[config.mk]
export PLATFORM = sky130hd
export DESIGN_NAME = pulse_sched
export DESIGN_NICKNAME = d
export VERILOG_FILES = /design/src/rtl/pulse_sched_pkg.sv /design/src/rtl/pulse_sched_chregs.sv /design/src/rtl/pulse_sched_engine.sv /design/src/rtl/pulse_sched.sv
export SDC_FILE = /design/constraint.sdc
export NUM_CORES = 2
export LEC_CHECK = 0
export CAP_MARGIN = 40
export CORE_AREA = 8 8 352 354
export CTS_CLUSTER_SIZE = 25
export DETAILED_ROUTE_END_ITERATION = 6
export DIE_AREA = 0 0 360 362
export PLACE_DENSITY = 0.57
export SYNTH_ARGS = -nofsm -noshare
export SYNTH_HDL_FRONTEND = slang
export SYNTH_SLANG_ARGS = --single-unit
[constraint.sdc]
create_clock -name clk -period 4.3 [get_ports clk]
set_input_delay 0.645 -clock clk [delete_from_list [all_inputs] [get_ports clk]]
set_output_delay 0.645 -clock clk [all_outputs]
set_load 0.01 [all_outputs]
[src/rtl/pulse_sched_pkg.sv]
`timescale 1ns/1ps
package pulse_sched_pkg;
  localparam int SEC_W  = 32;
  localparam int NS_W   = 30;
  localparam int WORD_W = 16;
  localparam int NSHI_W = NS_W - WORD_W;
  localparam int WID_W  = 28;
  localparam logic [NS_W:0] NS_WRAP = (NS_W+1)'(1000000000);

  typedef struct packed {
    logic [SEC_W-1:0] sec;
    logic [NS_W-1:0]  ns;
  } ptime_t;

  // a is at or after b
  function automatic logic time_ge(input ptime_t a, input ptime_t b);
    return (a.sec > b.sec) || ((a.sec == b.sec) && (a.ns >= b.ns));
  endfunction

  // sum of two times with nanosecond carry into seconds
  function automatic ptime_t time_add(input ptime_t a, input ptime_t d);
    logic [NS_W:0] s;
    ptime_t r;
    s     = {1'b0, a.ns} + {1'b0, d.ns};
    r.sec = a.sec + d.sec;
    if (s >= NS_WRAP) begin
      s     = s - NS_WRAP;
      r.sec = r.sec + 1'b1;
    end
    r.ns = s[NS_W-1:0];
    return r;
  endfunction

  // pulse width in nanoseconds for a 4-bit code
  function automatic logic [WID_W-1:0] width_ns(input logic [3:0] code);
    case (code)
      4'd0:    return WID_W'(100);
      4'd1:    return WID_W'(500);
      4'd2:    return WID_W'(1000);
      4'd3:    return WID_W'(5000);
      4'd4:    return WID_W'(10000);
      4'd5:    return WID_W'(50000);
      4'd6:    return WID_W'(100000);
      4'd7:    return WID_W'(500000);
      4'd8:    return WID_W'(1000000);
      4'd9:    return WID_W'(5000000);
      4'd10:   return WID_W'(10000000);
      4'd11:   return WID_W'(50000000);
      4'd12:   return WID_W'(100000000);
      default: return WID_W'(200000000);
    endcase
  endfunction
endpackage

[src/rtl/pulse_sched_chregs.sv]
`timescale 1ns/1ps
module pulse_sched_chregs
  import pulse_sched_pkg::*;
#(
  parameter int ADDR_W   = 6,
  parameter int TGT_BASE = 'h15,
  parameter int PER_BASE = 'h19
) (
  input  logic              clk,
  input  logic              rst,
  input  logic              wr_en,
  input  logic [ADDR_W-1:0] wr_addr,
  input  logic [WORD_W-1:0] wr_data,
  output logic              tgt_load,
  output ptime_t            tgt_value,
  output ptime_t            period
);
  localparam logic [ADDR_W-1:0] A_TSH = ADDR_W'(TGT_BASE);
  localparam logic [ADDR_W-1:0] A_TSL = ADDR_W'(TGT_BASE + 1);
  localparam logic [ADDR_W-1:0] A_TNH = ADDR_W'(TGT_BASE + 2);
  localparam logic [ADDR_W-1:0] A_TNL = ADDR_W'(TGT_BASE + 3);
  localparam logic [ADDR_W-1:0] A_PSH = ADDR_W'(PER_BASE);
  localparam logic [ADDR_W-1:0] A_PSL = ADDR_W'(PER_BASE + 1);
  localparam logic [ADDR_W-1:0] A_PNH = ADDR_W'(PER_BASE + 2);
  localparam logic [ADDR_W-1:0] A_PNL = ADDR_W'(PER_BASE + 3);

  // staged target words, committed by the nanoseconds-low write
  logic [WORD_W-1:0] tsh_q, tsl_q;
  logic [NSHI_W-1:0] tnh_q;
  logic [WORD_W-1:0] psh_q, psl_q, pnl_q;
  logic [NSHI_W-1:0] pnh_q;

  always_ff @(posedge clk) begin
    if (rst) begin
      tsh_q <= '0; tsl_q <= '0; tnh_q <= '0;
      psh_q <= '0; psl_q <= '0; pnh_q <= '0; pnl_q <= '0;
    end else if (wr_en) begin
      case (wr_addr)
        A_TSH:   tsh_q <= wr_data;
        A_TSL:   tsl_q <= wr_data;
        A_TNH:   tnh_q <= wr_data[NSHI_W-1:0];
        A_PSH:   psh_q <= wr_data;
        A_PSL:   psl_q <= wr_data;
        A_PNH:   pnh_q <= wr_data[NSHI_W-1:0];
        A_PNL:   pnl_q <= wr_data;
        default: ;
      endcase
    end
  end

  assign tgt_load      = wr_en && (wr_addr == A_TNL);
  assign tgt_value.sec = {tsh_q, tsl_q};
  assign tgt_value.ns  = {tnh_q, wr_data};
  assign period        = {psh_q, psl_q, pnh_q, pnl_q};

  // period only changes through its own words
  p_period_hold_r4: assert property (@(posedge clk) disable iff (rst)
    !(wr_en && (wr_addr == A_PSH || wr_addr == A_PSL ||
                wr_addr == A_PNH || wr_addr == A_PNL)) |=> $stable(period));
endmodule

[src/rtl/pulse_sched_engine.sv]
`timescale 1ns/1ps
module pulse_sched_engine
  import pulse_sched_pkg::*;
(
  input  logic       clk,
  input  logic       rst,
  input  logic       tgt_load,
  input  ptime_t     tgt_value,
  input  ptime_t     period,
  input  ptime_t     now_t,
  input  logic       one_shot,
  input  logic       pol,
  input  logic [3:0] wcode,
  output logic       pin
);
  localparam ptime_t PARKED = {{SEC_W{1'b1}}, {NS_W{1'b0}}};

  ptime_t tgt_q, end_q, wdur;
  logic   armed_q, active_q, active_n, fire;

  assign wdur.sec = '0;
  assign wdur.ns  = NS_W'(width_ns(wcode));

  // a fresh commit takes priority over a match in the same cycle
  assign fire = armed_q && !tgt_load && (tgt_q.sec != {SEC_W{1'b1}}) &&
                time_ge(now_t, tgt_q);

  always_comb begin
    active_n = active_q;
    if (fire)
      active_n = 1'b1;
    else if (active_q && time_ge(now_t, end_q))
      active_n = 1'b0;
  end

  always_ff @(posedge clk) begin
    if (rst) begin
      tgt_q    <= PARKED;
      end_q    <= '0;
      armed_q  <= 1'b0;
      active_q <= 1'b0;
      pin      <= 1'b1;
    end else begin
      if (tgt_load) begin
        tgt_q   <= tgt_value;
        armed_q <= 1'b1;
      end else if (fire) begin
        if (one_shot) armed_q <= 1'b0;
        else          tgt_q   <= time_add(tgt_q, period);
      end
      if (fire) end_q <= time_add(tgt_q, wdur);
      active_q <= active_n;
      pin      <= active_n ~^ pol;
    end
  end

  // a match drives the pin to its active level on the next edge
  p_match_drives_pin_r6: assert property (@(posedge clk) disable iff (rst)
    fire |=> (pin == $past(pol)));

  // an expired pulse without a new match falls back to idle
  p_pulse_ends_r7: assert property (@(posedge clk) disable iff (rst)
    (active_q && !fire && time_ge(now_t, end_q)) |=> !active_q);

  // a periodic match never moves the target backwards
  p_target_forward_r9: assert property (@(posedge clk) disable iff (rst)
    (fire && !one_shot) |=> time_ge(tgt_q, $past(tgt_q)));

  // a single-shot match disarms the channel
  p_single_disarms_r10: assert property (@(posedge clk) disable iff (rst)
    (fire && one_shot) |=> !armed_q);

  // a parked target starts no pulse
  p_parked_quiet_r11: assert property (@(posedge clk) disable iff (rst)
    (!active_q && !tgt_load && (tgt_q.sec == {SEC_W{1'b1}})) |=> !active_q);
endmodule

[src/rtl/pulse_sched.sv]
`timescale 1ns/1ps
module pulse_sched
  import pulse_sched_pkg::*;
#(
  parameter int ADDR_W     = 6,
  parameter int CFG_ADDR   = 'h01,
  parameter int TGT_BASE_0 = 'h15,
  parameter int PER_BASE_0 = 'h19,
  parameter int TGT_BASE_1 = 'h1F,
  parameter int PER_BASE_1 = 'h23
) (
  input  logic              clk,
  input  logic              rst,
  input  logic              wr_en,
  input  logic [ADDR_W-1:0] wr_addr,
  input  logic [15:0]       wr_data,
  input  logic [31:0]       now_sec,
  input  logic [29:0]       now_ns,
  output logic [1:0]        pulse_out
);
  localparam int N_CH  = 2;
  localparam int CFG_W = 4 + 4 * N_CH;
  localparam logic [ADDR_W-1:0] A_CFG = ADDR_W'(CFG_ADDR);

  logic [CFG_W-1:0] cfg_q;
  ptime_t           now_t;

  assign now_t.sec = now_sec;
  assign now_t.ns  = now_ns;

  // shared control word: interleaved stop-reload/polarity pairs, then width codes
  always_ff @(posedge clk) begin
    if (rst)
      cfg_q <= '0;
    else if (wr_en && (wr_addr == A_CFG))
      cfg_q <= wr_data[CFG_W-1:0];
  end

  for (genvar c = 0; c < N_CH; c++) begin : g_ch
    logic   tgt_load;
    ptime_t tgt_value, period;

    pulse_sched_chregs #(
      .ADDR_W   (ADDR_W),
      .TGT_BASE (c == 0 ? TGT_BASE_0 : TGT_BASE_1),
      .PER_BASE (c == 0 ? PER_BASE_0 : PER_BASE_1)
    ) u_regs (
      .clk       (clk),
      .rst       (rst),
      .wr_en     (wr_en),
      .wr_addr   (wr_addr),
      .wr_data   (wr_data),
      .tgt_load  (tgt_load),
      .tgt_value (tgt_value),
      .period    (period)
    );

    pulse_sched_engine u_eng (
      .clk       (clk),
      .rst       (rst),
      .tgt_load  (tgt_load),
      .tgt_value (tgt_value),
      .period    (period),
      .now_t     (now_t),
      .one_shot  (cfg_q[2*c]),
      .pol       (cfg_q[2*c+1]),
      .wcode     (cfg_q[4+4*c +: 4]),
      .pin       (pulse_out[c])
    );
  end

  // control bits move only on a write to the control word
  p_cfg_hold_r2: assert property (@(posedge clk) disable iff (rst)
    !(wr_en && (wr_addr == A_CFG)) |=> $stable(cfg_q));
endmodule

Word-level counts from Yosys, hierarchy flattened
Memories as Yosys holds them, arrays and structs flattened. A register that Yosys moved wholly into a read port is not among the register bits.
Cells that the tools add are included.
- output and inout bits: 2
- memories kept: 2
- input bits: 87
- logic and storage cells: 155
- flip-flop bits (word level): 482
- ROM bits: 832
- add/sub/neg operators: 14
- bitwise operators: 2
- reduce and logical (&&, ||, !) cells: 43
- multiplexer cells: 28
- equal/unequal tests: 25
- magnitude comparators: 12
- memories (memory ; words ; width ; rd ports ; clocked after memory_dff ; write ports ; RTL line ; source):
    (no name shown) ; 16 ; 26 ; 1 ; 1 ; 0 ; pulse_sched_pkg.sv:36 ; case (code)
    (no name shown) ; 16 ; 26 ; 1 ; 1 ; 0 ; pulse_sched_pkg.sv:36 ;
- operators by type and width (kind ; count):
    two-way mux 62 bit ; 6
    adder 32 x 1 -> 32 bit, second input constant ; 4
    equality test 32 bit ; 4
    > comparator 32 bit ; 4
    two-way mux 32 bit ; 4
    greater-or-equal comparator 31 x 30 -> 1 bit, second input constant ; 4
    greater-or-equal comparator 30 bit ; 4
    two-way mux 30 bit ; 4
    subtractor 30 bit, second input constant ; 4
    adder 32 bit ; 2
    inequality test 32 bit, second input constant ; 2
    adder 30 x 28 -> 31 bit ; 2
    adder 30 x 30 -> 31 bit ; 2
    equality test 6 x 5 -> 1 bit, second input constant ; 9
    equality test 6 bit, second input constant ; 7
    AND reduction 2 bit ; 18
    two-way mux 4 bit ; 4
    logical AND 1 bit ; 15
    two-way mux 1 bit ; 10
    nonzero test 2 bit ; 4
    equality test 6 x 1 -> 1 bit, second input constant ; 1
    logical OR 1 bit ; 4
    inequality test 2 x 1 -> 1 bit, second input constant ; 2
    zero test 1 bit ; 2
    bitwise XNOR 1 bit ; 2

Longest topological paths before layout
- depth after elaboration: 8
- gate-level depth with buffers: 19
- gate-level depth less buffers: 17

Modules after synthesis
A second synthesis with hierarchy kept.
- cell total of the unflattened synthesis: 5335
- area, all modules: 42758.5 um^2
- by module, submodules not included (module ; cells each ; instances ; area an instance (um^2) ; seq. area each (um^2)):
    pulse_sched_engine (g_ch[0].u_eng) ; 2279 ; 1 ; 16971.3 ; 2542.4
    pulse_sched_engine (g_ch[1].u_eng) ; 2196 ; 1 ; 16370.7 ; 2542.4
    pulse_sched_chregs (g_ch[0].u_regs) ; 394 ; 1 ; 4434.3 ; 2162.1
    pulse_sched_chregs (g_ch[1].u_regs) ; 413 ; 1 ; 4415.5 ; 2162.1
    pulse_sched ; 53 ; 1 ; 566.8 ; 240.2

Worst setup path after synthesis
Ideal clock, no wire load.
- path type: reg-to-reg
- start: register g_ch[0].u_eng.tgt_q[0] (netlist name)
- end: register g_ch[0].u_eng.tgt_q[48] (netlist name)
- buffers on the path: 0
- data arrival time: 3.726 ns
- slack: 0.447 ns
- stages on the path, launching flop included: 18
- clock period less this slack: 3.853 ns
- data required time: 4.173 ns
- setup time: 0.127 ns
- cell sequence: dfxtp_1 ha_1 fa_1 a211oi_1 o21ai_1 a21oi_1 xnor2_1 inv_1 ha_1 inv_1 a222oi_1 o211ai_1 a311oi_2 a221o_2 nor4_4 and3_1 xnor2_1 o21ai_1
- word-level cells in the longest chain between the ends: 6
- elaborated cells between the ends (all ways): 12
- classes of those cells: add/sub (1); order compare (2); mux (4); reduce/logical (5)
- ends and longest elaborated chain (what ; RTL line ; source):
    start: declaration ; pulse_sched_engine.sv:18 ; ptime_t tgt_q, end_q, wdur;
    start signal: assignment ; pulse_sched_engine.sv:45 ; tgt_q <= tgt_value;
    start signal: assignment ; pulse_sched_engine.sv:49 ; else tgt_q <= time_add(tgt_q, period);
    adder 30 x 30 -> 31 bit / greater-or-equal comparator 30 bit (equally long branches) ; pulse_sched_pkg.sv:24, pulse_sched_pkg.sv:17 ;
    greater-or-equal comparator 31 x 30 -> 1 bit / logical AND 1 bit (equally long branches) ; pulse_sched_pkg.sv:26, pulse_sched_pkg.sv:17 ;
    two-way mux 32 bit / logical OR 1 bit (equally long branches) ; pulse_sched_pkg.sv:26, pulse_sched_pkg.sv:17 ;
    two-way mux 62 bit / logical AND 1 bit (equally long branches) ; pulse_sched_engine.sv:48, pulse_sched_engine.sv:25 ;
    two-way mux 62 bit / nonzero test 2 bit (equally long branches) ; n/a ;
    two-way mux 62 bit / AND reduction 2 bit (equally long branches) ; n/a ;
Several ways; a longest one is shown, not always the timed one. The select of a mux whose other input is x is not followed.
A chain may end at the register's enable or synchronous reset.

Worst setup path in the final report
- start: register g_ch[1].u_eng.tgt_q[2] (netlist name)
- end: register g_ch[1].u_eng.end_q[33] (netlist name)
- word-level cells in the longest chain between the ends: 4
- elaborated cells between the ends (all ways): 7
- classes of those cells: add/sub (1); order compare (2); mux (1); reduce/logical (3)
- ends and longest elaborated chain (what ; RTL line ; source):
    start: declaration ; pulse_sched_engine.sv:18 ;
    start signal: assignment ; pulse_sched_engine.sv:45 ;
    start signal: assignment ; pulse_sched_engine.sv:49 ;
    branches (longest 4 deep; another with adder 30 x 28 -> 31 bit) ; n/a ;
    end signal: assignment ; pulse_sched_engine.sv:51 ; if (fire) end_q <= time_add(tgt_q, wdur);
    end: declaration ; pulse_sched_engine.sv:18 ;
Parallel ways; which one is timed is not known.

==> flow_results.xml <==
<?xml version="1.0" encoding="UTF-8"?>
<metrics>
  <group name="outcome">
    <metric name="status" unit="">finished clean</metric>
  </group>
  <group name="cells_and_area">
    <metric name="net_count_reported_at_finish" unit="">6140</metric>
    <metric name="stdcell_count" unit="">7200</metric>
    <metric name="layout-drive-gt1-share" unit="">0.1345</metric>
    <metric name="area_growth_syn_to_layout" unit="%">20.24</metric>
    <metric name="final_core_occ" unit="">0.4159</metric>
    <metric name="finalInstanceArea" unit="um^2">49370</metric>
  </group>
  <group name="logic_synthesis">
    <metric name="yosysSeqAreaShare" unit="">0.2604</metric>
    <metric name="synth_enable_flop_cells" unit="">0</metric>
    <metric name="syn-mean-instance-area" unit="um^2">7.818</metric>
    <metric name="postSynthNetCount" unit="">5787</metric>
    <metric name="ys_seq_elements" unit="">534</metric>
    <metric name="synth_flop_cell" unit="">dfxtp_1</metric>
    <metric name="syn-instance-count" unit="">5252</metric>
    <metric name="synth_cell_type_count" unit="">103</metric>
    <metric name="yosys_warnings" unit="">0</metric>
    <metric name="synth-async-reset-ratio" unit="">0</metric>
    <metric name="netlist_area" unit="um^2">41060</metric>
  </group>
  <group name="grt">
    <metric name="grt-ovfl-total" unit="">0</metric>
    <metric name="grt_max_degree" unit="">178</metric>
    <metric name="grt_util_all_layers" unit="">0.2335</metric>
    <metric name="grt_pass1_wl" unit="mm">238.3</metric>
    <metric name="via_count_of_the_first_global_routing_pass" unit="">38347</metric>
    <metric name="initial_antenna_violation_count" unit="">8</metric>
  </group>
  <group name="pwr">
    <metric name="p_total" unit="W">0.01229</metric>
    <metric name="vdd_ir_drop_max" unit="uV">273.5</metric>
    <metric name="pwr_density_cell" unit="nW/um^2">248.9</metric>
    <metric name="leakage" unit="nW">20.40</metric>
  </group>
  <group name="clocking">
    <metric name="cts_tree" unit="">yes</metric>
    <metric name="clock_latency_on_the_worst_skew_pair" unit="ns">0.63</metric>
    <metric name="htree_num_levels" unit="">3</metric>
    <metric name="hold_buffers" unit="">0</metric>
    <metric name="tritoncts.num_buffers" unit="">68</metric>
    <metric name="cts.clk_slew.worst_paths" unit="ns">0.06</metric>
    <metric name="clock_sink_count" unit="">534</metric>
    <metric name="clockBufferDepth" unit="">3</metric>
    <metric name="ctsRootBufferMaster" unit="">clkbuf_16</metric>
  </group>
  <group name="timing">
    <metric name="timing.final.crit_share" unit="">0.9762</metric>
    <metric name="final-hold-violation-count" unit="">0</metric>
    <metric name="final.min_clock_period" unit="ns">4.198</metric>
    <metric name="holdWs" unit="ns">0.4556</metric>
    <metric name="finalClockSkew" unit="ns">0.03298</metric>
    <metric name="achievable-frequency" unit="GHz">0.2382</metric>
    <metric name="timing.final.max_slew_violations" unit="">0</metric>
    <metric name="headroom_to_the_max_slew_limit" unit="">0.3120</metric>
    <metric name="setup_viol" unit="">0</metric>
    <metric name="worst_slew_pin_slew" unit="ns">1.032</metric>
  </group>
  <group name="floorplanning">
    <metric name="boundaryPins" unit="">89</metric>
    <metric name="core_area" unit="um^2">118700</metric>
    <metric name="die_w" unit="um">360</metric>
    <metric name="chipHeight" unit="um">362</metric>
    <metric name="row_count" unit="">127</metric>
    <metric name="starting_density_of_the_core" unit="">0.3459</metric>
    <metric name="die_area" unit="um^2">130300</metric>
  </group>
  <group name="detailed_routing">
    <metric name="route.detailed.drc" unit="">0</metric>
    <metric name="drt_iter0_markers" unit="">3922</metric>
    <metric name="viasPerCell" unit="">5.663</metric>
    <metric name="firstDrtPassIters" unit="">6</metric>
    <metric name="drt-total-wl" unit="mm">160.2</metric>
    <metric name="ant_nets" unit="">0</metric>
    <metric name="detailroute.via_count" unit="">40773</metric>
    <metric name="wl_per_cell" unit="um">22.26</metric>
  </group>
  <group name="placed_design">
    <metric name="routabilityCongestion" unit="">0.9761</metric>
    <metric name="placement.io_buffers" unit="">88</metric>
    <metric name="place_inst" unit="">7071</metric>
    <metric name="post_dp_cell_area" unit="um^2">46660</metric>
    <metric name="hpwl" unit="mm">123.7</metric>
  </group>
  <group name="setup_path">
    <metric name="worst-path-max-fanout" unit="">16</metric>
    <metric name="cp_data_required_time" unit="ns">4.77</metric>
    <metric name="arrival" unit="ns">4.67</metric>
    <metric name="crit_type" unit="">reg2reg</metric>
    <metric name="critPathLaunchType" unit="">flop</metric>
    <metric name="timing.critical_path.to_type" unit="">flop</metric>
  </group>
  <group name="hold_path">
    <metric name="worst_hold_path_type" unit="">reg2reg</metric>
  </group>
  <group name="run">
    <metric name="cap_violations" unit="">0</metric>
  </group>
</metrics>
[worst max-delay path: stages, from the launching register on]
cell and delay [ns]:
dfxtp_1 0.35, ha_1 0.26, fa_2 0.39, a211oi_1 0.30, o211ai_1 0.21, nand2_1 0.13
a21o_1 0.19, o21ai_1 0.12, nor3b_1 0.15, or4_1 0.62, nand2b_4 0.21, o311a_1 0.34
buf_12 0.17, buf_4 0.17, nand3_1 0.09, xnor2_1 0.18, a211oi_1 0.11
[logic make-up (layout without fill, tap and decap cells)]
logic type      Yosys count  after routing  synth area share
mux                     161            161           0.03943
buf+inv                 608           1007           0.05753
flops                   534            534            0.2604
fa+ha+maj               448            448            0.1376
xor+xnor                300            300           0.06399
compound gates         1446           1446            0.2333
simple gates           1755           1755            0.2078
other cells               0              1                 0
[final timing paths]
| path | from | end | slack, ns | depth (start not counted) |
|---|---|---|---|---|
| setup / recovery | g_ch[1].u_eng.tgt_q[2] | g_ch[1].u_eng.end_q[33] | 0.10 | 16 |
| hold / removal | g_ch[1].u_regs.tsl_q[14] | g_ch[1].u_regs.tsl_q[14] | 0.46 | 2 |
| setup reg to reg | g_ch[1].u_eng.tgt_q[2] | g_ch[1].u_eng.end_q[33] | 0.10 | 16 |
| hold reg to reg | g_ch[1].u_regs.tsl_q[14] | g_ch[1].u_regs.tsl_q[14] | 0.46 | 2 |
[state kept, by name (all words and copies together), names as in the netlist, 32 cells and up]
signal,cells
g_ch.u_eng.end_q,124
g_ch.u_regs.psh_q,32
g_ch.u_regs.tsl_q,32
g_ch.u_regs.pnl_q,32
g_ch.u_eng.wdur,52
g_ch.u_eng.tgt_q,124
g_ch.u_regs.tsh_q,32
g_ch.u_regs.psl_q,32
[final cells by class]
type / instances / area (um^2)
Fill cell: 11926 / 69330
Multi-Input combinational cell: 4110 / 28450
Sequential cell: 534 / 10700
Timing Repair Buffer: 577 / 4852
Tap cell: 1548 / 1937
Clock buffer: 90 / 1928
Inverter: 314 / 1179
Clock inverter: 26 / 324.1
Antenna cell: 1 / 2.502
[power by group]
part	switching (W)	total [W]	internal, W
logic	0.000829	0.00136	0.000531
clock network	0.00238	0.00595	0.00356
registers	0.0000164	0.00498	0.00496
[cell usage in the layout, fill, tap and decap left out, drive strengths merged, types with 63 or more instances in the layout]
cell type | netlist | final
dfxtp | 534 | 534
nand2 | 517 | 517
buf | 49 | 492
nor2 | 453 | 453
ha | 442 | 442
a21oi | 440 | 440
inv | 312 | 314
o21ai | 235 | 235
xnor2 | 209 | 209
mux2i | 155 | 155
nand3 | 142 | 142
nand4 | 137 | 137
nor3 | 117 | 117
a21o | 114 | 114
a211oi | 106 | 106
xor2 | 91 | 91
clkbuf | 245 | 90
clkdlybuf4s50 | 0 | 85
and3 | 66 | 66
o211ai | 64 | 64
a221oi | 63 | 63
[metrics by stage]
| step | TNS, ns | setup WS (ns) |
|---|---|---|
| after floorplan | 0 | 0.4465 |
| after global placement | -7.593 | -0.2339 |
| after detailed placement | -14.82 | -0.3570 |
| after CTS | 0 | 0.0008700 |
| after global routing | -0.4234 | -0.05609 |
| final | 0 | 0.1021 |
[cell usage after synthesis (22+ instances only)]
cell	count	share of area
nor4_1	34	0.0052
o211ai_1	64	0.012
a31oi_1	29	0.0044
or2_2	22	0.0034
ha_1	442	0.13
nor2_1	452	0.041
a21oi_1	439	0.054
buf_2	33	0.0040
o22ai_1	30	0.0046
nor2b_1	41	0.0062
inv_1	311	0.028
nand3_1	141	0.017
o21a_1	59	0.011
mux2i_1	155	0.038
nand2_1	517	0.047
nand2b_1	35	0.0053
o21ai_1	46	0.0056
nor3_1	114	0.014
a21o_1	114	0.021
dfxtp_1	534	0.26
xnor2_1	209	0.045
and3_1	64	0.0098
or3_1	40	0.0061
a211oi_1	104	0.019
clkbuf_1	244	0.022
o21ai_0	188	0.023
nand4_1	137	0.021
and2_1	43	0.0066
a22oi_1	57	0.010
a22o_1	41	0.0087
a221oi_1	59	0.013
xor2_1	91	0.019
[routing by layer]
layer / track usage / part of all wire / vias to the layer above
li1: - / - / 19759
met1: 0.3153 / 0.45 / 19344
met2: 0.3698 / 0.43 / 1353
met3: 0.03753 / 0.074 / 317
met4: 0.09596 / 0.045 / 0
met5: 0 / 0 / -
[what timing repair did]
item,CTS,global route
resized for setup,5,76
buffers inserted,0,12
endpoints found under the setup margin,26,203
pin swaps,0,22
No activity file was read; power rests on OpenSTA's default activity.
